**src/rtl/i2c_line_cond.sv**
```systemverilog
module i2c_line_cond #(
  parameter int TAPS = 3
) (
  input  logic clk,
  input  logic rst_n,
  input  logic smp_en,
  input  logic scl_raw,
  input  logic sda_raw,
  input  logic sda_rel,
  input  logic chk_stb,
  input  logic stop_req,
  input  logic idle,
  output logic scl_f,
  output logic sda_f,
  output logic start_p,
  output logic stop_p,
  output logic busy,
  output logic arb_lost
);

  localparam int HALF = TAPS / 2;

  logic [TAPS-1:0] scl_h, sda_h;
  logic            sda_q;

  always_ff @(posedge clk or negedge rst_n) begin
    if (!rst_n) begin
      scl_h <= '1;
      sda_h <= '1;
    end else if (smp_en) begin
      scl_h <= {scl_h[TAPS-2:0], scl_raw};
      sda_h <= {sda_h[TAPS-2:0], sda_raw};
    end
  end

  assign scl_f = $countones(scl_h) > HALF;
  assign sda_f = $countones(sda_h) > HALF;

  always_ff @(posedge clk or negedge rst_n) begin
    if (!rst_n) sda_q <= 1'b1;
    else        sda_q <= sda_f;
  end

  assign start_p = scl_f &  sda_q & ~sda_f;
  assign stop_p  = scl_f & ~sda_q &  sda_f;

  always_ff @(posedge clk or negedge rst_n) begin
    if (!rst_n)       busy <= 1'b0;
    else if (start_p) busy <= 1'b1;
    else if (stop_p)  busy <= 1'b0;
  end

  always_ff @(posedge clk or negedge rst_n) begin
    if (!rst_n) arb_lost <= 1'b0;
    else        arb_lost <= (chk_stb & sda_rel & ~sda_f) |
                            (stop_p & ~stop_req & idle);
  end

  assert_filt_hold_R4: assert property (@(posedge clk) disable iff (!rst_n)
    !$stable(sda_f) || !$stable(scl_f) |-> $past(smp_en));

  assert_busy_set_R5: assert property (@(posedge clk) disable iff (!rst_n)
    start_p |=> busy);

  assert_busy_clr_R6: assert property (@(posedge clk) disable iff (!rst_n)
    stop_p |=> !busy);

  assert_stop_scl_low_R7: assert property (@(posedge clk) disable iff (!rst_n)
    !scl_f |-> !start_p && !stop_p);

  assert_arb_src_R8: assert property (@(posedge clk) disable iff (!rst_n)
    arb_lost |-> $past(chk_stb) || $past(stop_p));

  assert_arb_rel_R8: assert property (@(posedge clk) disable iff (!rst_n)
    chk_stb && !sda_rel && !stop_p |=> !arb_lost);

  assert_idle_stop_R9: assert property (@(posedge clk) disable iff (!rst_n)
    stop_p && idle && !stop_req |=> arb_lost);

  assert_busy_stop_R10: assert property (@(posedge clk) disable iff (!rst_n)
    stop_p && (!idle || stop_req) && !chk_stb |=> !arb_lost);

endmodule

```
**config.mk**
```make
export PLATFORM = sky130hd
export DESIGN_NAME = i2c_line_cond
export DESIGN_NICKNAME = d
export VERILOG_FILES = /design/src/rtl/i2c_line_cond.sv
export SDC_FILE = /design/constraint.sdc
export NUM_CORES = 1
export LEC_CHECK = 0
export ABC_CLOCK_PERIOD_IN_PS = 1300
export BUFFER_PORTS_ARGS = -buffer_cell sky130_fd_sc_hd__buf_2
export CORE_MARGIN = 2
export CORE_UTILIZATION = 32
export DETAILED_ROUTE_END_ITERATION = 8
export HOLD_SLACK_MARGIN = 0.08
export PLACE_DENSITY = 0.65
export SLEW_MARGIN = 20
export SYNTH_ARGS = -nofsm -noshare
export SYNTH_HDL_FRONTEND = slang
export SYNTH_SLANG_ARGS = --single-unit
export TNS_END_PERCENT = 1
```
**constraint.sdc**
```tcl
create_clock -name clk -period 1.3 [get_ports clk]
set_input_delay 0.195 -clock clk [delete_from_list [all_inputs] [get_ports clk]]
set_output_delay 0.195 -clock clk [all_outputs]
set_load 0.1 [all_outputs]
```
# Word level (Yosys, flattened, before mapping)
# Index checks and enable logic that the tools add are counted.
totals:
  output_inout_bits: 6
  ff_bits: 9
  elab_cells: 26
  in_bits: 9
classes:
  muxes: 2
  bitwise_logic: 12
  addsub: 4
  order_cmp: 2
  n_reduce_logical: 1
ops:
  columns: ["cell", "count"]
  rows:
  - ["$and 1x1->1", 8]
  - ["$add 2x1->3", 2]
  - ["$gt 3x1->1 const B", 2]
  - ["$add 1x1->2", 2]
  - ["$not 1->1", 3]
  - ["$mux 1", 2]
  - ["$reduce_bool 2->1", 1]
  - ["$or 1x1->1", 1]

# Depth between registers and ports, before layout
# Gate-level depths: netlist of run 1.
depth:
  depth_word: 8
  ltp_mapped: 5
  ltp_nobuf: 5

# Least setup slack after synthesis of run 1
# OpenSTA, ideal clock, no wires.
synth_path:
  kind: "reg-to-output"
  startpoint: "register scl_h[0]"
  endpoint: "output port stop_p"
  slack_ps: -1725
  n_path_buf: 0
  stages_incl_launch_ff: 4
  arrival_time_ps: 2830
  required_time_ps: 1105
  path_cell_list: "dfstp_2 -> ha_1 -> a21oi_4 -> nor3_1"
synth_via:
  elab_chain_cells: 5
synth_rtl:
  columns: ["item", "line", "text"]
  rows:
  - ["start: declaration", "23", "logic [TAPS-1:0] scl_h, sda_h;"]
  - ["start signal: assignment", "31", "scl_h <= {scl_h[TAPS-2:0], scl_raw};"]
  - ["$add 1x1->2 (implied by the code)", "36", "assign scl_f = $countones(scl_h) > HALF;"]
  - ["$add 2x1->3 (implied by the code)", "36", null]
  - ["$gt 3x1->1", "36", null]
  - ["$and 1x1->1 (2 in series)", "45", "assign stop_p = scl_f & ~sda_q & sda_f;"]
  - ["end: declaration", "16", "output logic stop_p,"]
# No other way between the ends.

# Final worst setup path of run 1
layout_path:
  startpoint: "register sda_h[2]"
  endpoint: "output port start_p"
layout_via:
  elab_chain_cells: 4
layout_rtl:
  columns: ["item", "line", "text"]
  rows:
  - ["start: declaration", "23", null]
  - ["start signal: assignment", "32", "sda_h <= {sda_h[TAPS-2:0], sda_raw};"]
  - ["$add 2x1->3 (implied by the code)", "37", "assign sda_f = $countones(sda_h) > HALF;"]
  - ["$gt 3x1->1", "37", null]
  - ["$not 1->1", "44", "assign start_p = scl_f & sda_q & ~sda_f;"]
  - ["$and 1x1->1", "44", null]
  - ["end: declaration", "15", "output logic start_p,"]
# No other way between the ends.

==> results.md, run 1 <==
* Final #Nets at 65
* Synthesized instance count at 32
* Kind of critical path: reg -> out
* Worst Hold End: sda_h[0]
* First-pass GRT wire length at 1460 um
* Vias per cell at 4.60
* Via count at 313
* CTS tree: built
* Share of cells above drive strength 1 at 0.736
* Initial Util at 0.335
* Clock Latency Late Sink at 250 ps
* Post-DP HPWL at 616 um
* Die H at 40.5 um
* Worst R2R End: busy
* Clock skew at 0.888 ps
* Max Slew Vio Count at 0
* Post-Syn Area at 425 sq um
* Worst-Margin Slew at 485 ps
* Final hold vios at 0
* Fill cells at 116
* Clk root buf: clkbuf_4
* Max-cap viol count at 0
* Syn_nets at 43
* Mean Syn Cell Area at 13.3 sq um
* H-tree depth at 1
* FP Rows at 13
* Syn. warnings at 0
* Initial DRC count at 2
* Die X at 40.5 um
* Layout area overhead at 55.6%
* Tmin final at 1830 ps
* Largest area contributor in the netlist: dfstp_2
* Crit end category: output port
* Synth top area share at 0.432
* Global route overflow at 0
* DRC at 0
* Final setup viols at 6
* Reg2reg setup slack at -140 ps
* CTS Sinks at 9
* Num ports at 15
* Post-synth cell types at 15
* Initial antenna violation count at 0
* CP max FO at 3
* Peak Freq at 546 MHz
* Routed len/inst at 12.0 um
* First-pass DRT Iterations at 2
* Register area share after synthesis at 0.550
* Peak VDD IR at 0.00189 V
* Die footprint at 1640 sq um
* CORE AREA at 1270 sq um
* GRT Total Usage at 0.143
* RSZ-0062 raised after global routing: yes
* Vias in the first global route at 337
* Total Wirelength at 819 um
* Cells after DPL at 62
* Startpoint types: register
* Hold Crit Start: sda_raw
* WP data required at 1110 ps
* Pwr/cell area at 2180 nW/um^2
* Routability Congestion at 0.662
* FF+latch count, synth at 9
* Hold crit path type: in -> reg
* Leak at 0.286 nW
* Area of the multi-input gates at 211 sq um
* Worst Path Arrival at 1640 ps
* Pin count of the biggest net entering global routing at 10
* Synth top area cells: dfstp_2 43%, dfrtp_1 12%, mux2_1 7.9%, mux2_2 7.9%, a21oi_4 7.6%
* WHS at 166 ps
* Clock buffer depth at 2
* R2R depth at 6
* CTS Buf Count at 3
* Worst-path clk slew at 60 ps
* Ant diodes at 0
* Final std cells w/o fill at 68
* Hold path cells at 2
* Violated checks: negative setup slack
* Slew margin rel. at 0.679
* Tcrit/Tclk final at 1.41
* Final worst slack at -531 ps
* Critical R2R Launch: scl_h[0]
* Post-route ant nets at 0
* Seq. cell area at 234 sq um
* Port buffer count at 14
* Status: complete, but fails checks
## Yosys cell counts
cell and n:
nor3_1 1, inv_2 2, nand4_1 1, a21oi_1 2, dfstp_2 7, a21oi_4 2
mux2_2 3, inv_1 2, mux2_1 3, buf_2 1, nor3_2 1, nand3_1 1
o21ai_1 2, dfrtp_1 2, ha_1 2
## layout by cell type, fill, tap and decap left out, drive strengths merged, types with 2 or more instances in the layout
| cell | n |
|---|---|
| clkbuf | 4 |
| o21ai | 2 |
| buf | 17 |
| inv | 4 |
| dfrtp | 2 |
| mux2 | 6 |
| ha | 2 |
| a21oi | 4 |
| dfstp | 7 |
| nor3 | 2 |
## critical path, stage by stage, from the launching register on
cell	delay, ps
dfstp_2	550
ha_4	210
a21oi_4	230
inv_8	50
nor3_4	150
buf_12	200
## power by group
part	switching, mW	internal, mW
logic	0.536	0.271
clock network	0.0914	0.118
registers	0.0620	0.365
total	0.689	0.754
## final cells by class
type / instances / share of cell area
clock buffer: 4 / 0.0397
inverter: 4 / 0.0340
multi-input combinational: 18 / 0.319
sequential: 9 / 0.353
tap: 15 / 0.0284
timing repair buffer: 18 / 0.225
## routing by layer
layer | vias to the layer above | wire length, um | part of all wire | GRT usage
li1 | 152 | - | - | -
met1 | 149 | 318 | 0.39 | 0.150
met2 | 12 | 435 | 0.53 | 0.226
met3 | 0 | 66 | 0.081 | 0.0611
met4 | 0 | 0 | 0 | 0.100
met5 | - | 0 | 0 | 0
## flip-flops by register name, summed over array words and instances, names as in the netlist
register / count
sda_h: 3
sda_q: 1
busy: 1
scl_h: 3
arb_lost: 1
## through the flow
step	setup TNS [ps]	area [sq um]	power, mW	worst slack, ps	utilization
5_1_grt	-2520	662	1.52	-606	0.522
3_5_place_dp	-1580	586	1.18	-359	0.462
4_1_cts	-2130	662	1.46	-546	0.522
2_1_floorplan	-2500	457	0.977	-873	-
3_3_place_gp	-1460	586	1.17	-348	0.462
6_report	-2080	662	1.44	-531	0.522
## cell families (layout without fill, tap and decap cells)
kind of cell             count (synthesis)  in the layout  share of synthesized area
AO/OA/AOI/OAI                            6              6                      0.124
flip-flops                               9              9                      0.550
AND/OR/NAND/NOR                          4              4                     0.0618
buffers and inverters                    5             26                     0.0471
adder cells (fa/ha/maj)                  2              2                     0.0588
multiplexers                             6              6                      0.159
## repair_timing
action / CTS / global route
hold endpoints to repair: 9 / 0
resized for setup: 7 / 0
setup endpoints to repair: 6 / 6
setup buffers: 1 / 0
pin swaps: 6 / 0
hold buffers: 1 / 0
## worst max-delay path by stage
| stage | end | slack [ps] | from | cells after the start |
|---|---|---|---|---|
| finish | start_p | -530 | sda_h[2] | 5 |
| global route | start_p | -610 | sda_h[2] | 5 |
| CTS | start_p | -550 | sda_h[2] | 5 |
| detailed placement | start_p | -360 | sda_h[0] | 5 |
| global placement | start_p | -350 | sda_h[0] | 5 |
| floorplan | stop_p | -870 | scl_h[0] | 3 |
Power figures use the tool's default switching activity.
==> inputs of run 2 (changes only) <==
--- a/config.mk
+++ b/config.mk
@@ -16,4 +16,3 @@
 export SYNTH_ARGS = -nofsm -noshare
 export SYNTH_HDL_FRONTEND = slang
 export SYNTH_SLANG_ARGS = --single-unit
-export TNS_END_PERCENT = 1
==> run 2 against run 1 <==
Largest power group unchanged. Cell count rose by 7.4%. Design area up 9.3%. Wire length is 15% higher. The run still ends with negative setup slack left. Via count up 9.6%.
==> results.md, run 2 (synthesis gave the netlist of run 1 again) <==
* Peak Freq at 549 MHz (+0.47%)
* CORE AREA at 1270 sq um (unchanged)
* CTS tree: built
* CTS Buf Count at 3 (unchanged)
* CTS Sinks at 9 (unchanged)
* Peak VDD IR at 0.00129 V (-31%)
* DRC at 0 (unchanged)
* First-pass DRT Iterations at 2 (unchanged)
* Slew margin rel. at 0.679 (about the same)
* Routability Congestion at 0.648 (-2.1%)
* Final worst slack at -523 ps (+8.54 ps)
* Initial antenna violation count at 0 (unchanged)
* Share of cells above drive strength 1 at 0.759 (+0.0228)
* Die footprint at 1640 sq um (unchanged)
* Clock Latency Late Sink at 250 ps (about the same)
* Vias per cell at 4.70 (+2.1%)
* Post-layout util at 0.570 (+0.0483)
* FP Rows at 13 (unchanged)
* Highest-count cells in the layout ignoring fill and taps: 9 x buf_2, 7 x buf_4, 7 x dfstp_2
* Violated checks: negative setup slack
* Tmin final at 1820 ps (-8.54 ps)
* Final hold vios at 0 (unchanged)
* TNS Setup at -2390 ps (-312 ps)
* Initial DRC count at 2 (unchanged)
* Vias in the first global route at 340 (+0.89%)
* GRT Total Usage at 0.145 (+0.00230)
* Hold path cells at 2 (unchanged)
* Worst Path Arrival at 1630 ps (about the same)
* CP max FO at 3 (unchanged)
* Clock buffer depth at 2 (unchanged)
* Routed len/inst at 12.9 um (+6.8%)
* Via count at 343 (+9.6%)
* Hold crit path type: in -> reg
* Final #Nets at 70 (+7.7%)
* Startpoint types: register
* Worst-Margin Slew at 485 ps (+0.0929 ps)
* WP data required at 1110 ps (about the same)
* Die X at 40.5 um (unchanged)
* Commonest non-fill, non-tap cell in the layout: buf_2
* Total Wirelength at 939 um (+15%)
* Tcrit/Tclk final at 1.40 (-0.00657)
* Layout area overhead at 70.0%
* Die H at 40.5 um (unchanged)
* Post-route ant nets at 0 (unchanged)
* Pwr/cell area at 2160 nW/um^2 (-0.74%)
* Initial Util at 0.335 (unchanged)
* Status: complete, but fails checks
* Ant diodes at 0 (unchanged)
* Crit end category: output port
* Fill cells at 112 (-3.4%)
* Global route overflow at 0 (unchanged)
* Clock skew at 2.24 ps (+1.35 ps)
* RSZ-0062 raised after global routing: yes
* R2R depth at 6 (unchanged)
* Num ports at 15 (unchanged)
* Pin count of the biggest net entering global routing at 10 (unchanged)
* Reg2reg setup slack at -270 ps (-130 ps)
* Post-DP HPWL at 616 um (about the same)
* Top flop regs: scl_h x3, sda_h x3
* First-pass GRT wire length at 1520 um (+4.7%)
* Clk root buf: clkbuf_4
* Max-cap viol count at 0 (unchanged)
* Port buffer count at 14 (unchanged)
* Leak at 0.318 nW (+11%)
* H-tree depth at 1 (unchanged)
* Final setup viols at 6 (unchanged)
* Kind of critical path: reg -> out
* Worst-path clk slew at 60 ps (about the same)
* Max Slew Vio Count at 0 (unchanged)
## run 2: cell count changes in the layout (fill, tap and decap cells not counted), sizes merged
cell and delta:
buf +5
## run 2: what timing repair did
item                                    4_1_cts  5_1_grt
hold buffers                                  1        0
endpoints found under the hold margin         9        0
gates resized for setup                      11        3
endpoints found under the setup margin        6        6
setup buffers                                 6        2
pin swaps                                     5        4
cloned                                        0        0
## run 2: layout make-up
type	count	area [sq um]	share of cell area
Clock buffer	4	26.3	0.0363
Multi-Input combinational cell	18	211	0.292
Timing Repair Buffer	23	210	0.291
Sequential cell	9	234	0.324
Tap cell	15	18.8	0.0260
Inverter	4	22.5	0.0311
## run 2: worst paths after layout
| path | start | endpoint |
|---|---|---|
| worst max-delay path | sda_h[0] | stop_p |
| worst min-delay path | scl_raw | scl_h[0] |
| worst max register to register | scl_h[2] | busy |
| worst min register to register | sda_h[2] | sda_h[2] |
| max in group asynchronous | rst_n | sda_h[0] |
| min in group asynchronous | rst_n | arb_lost |
## run 2: worst max-delay path, cell delays in order (launching register included)
cell and delay [ps]:
dfstp_2 550, ha_4 210, a21oi_4 230, buf_4 160
nor3_2 40, buf_6 190
## run 2: power breakdown
part / internal (mW) / switching, mW / total [mW]
registers: 0.366 / 0.0656 / 0.431
clock network: 0.118 / 0.0881 / 0.206
logic: 0.359 / 0.569 / 0.928
total: 0.843 / 0.723 / 1.57
## run 2: layer usage
metal / global-route usage / wire length, um / vias to the layer above
met5: 0 / 0 / -
met4: 0.0500 / 0 / 0
met3: 0.0556 / 67 / 0
met2: 0.230 / 497 / 12
met1: 0.177 / 374 / 168
li1: - / - / 163
## run 2: per-stage QoR
stage / power (mW) / hold slack [ps] / worst slack (ps) / instance area [sq um] / cells
2_1_floorplan: 0.977 / -101 / -873 / 457 / 32
3_3_place_gp: 1.17 / 54.8 / -352 / 586 / 62
3_5_place_dp: 1.18 / 53.6 / -357 / 586 / 62
4_1_cts: 1.53 / 156 / -509 / 707 / 72
5_1_grt: 1.65 / 152 / -581 / 723 / 73
6_report: 1.57 / 164 / -523 / 723 / 73
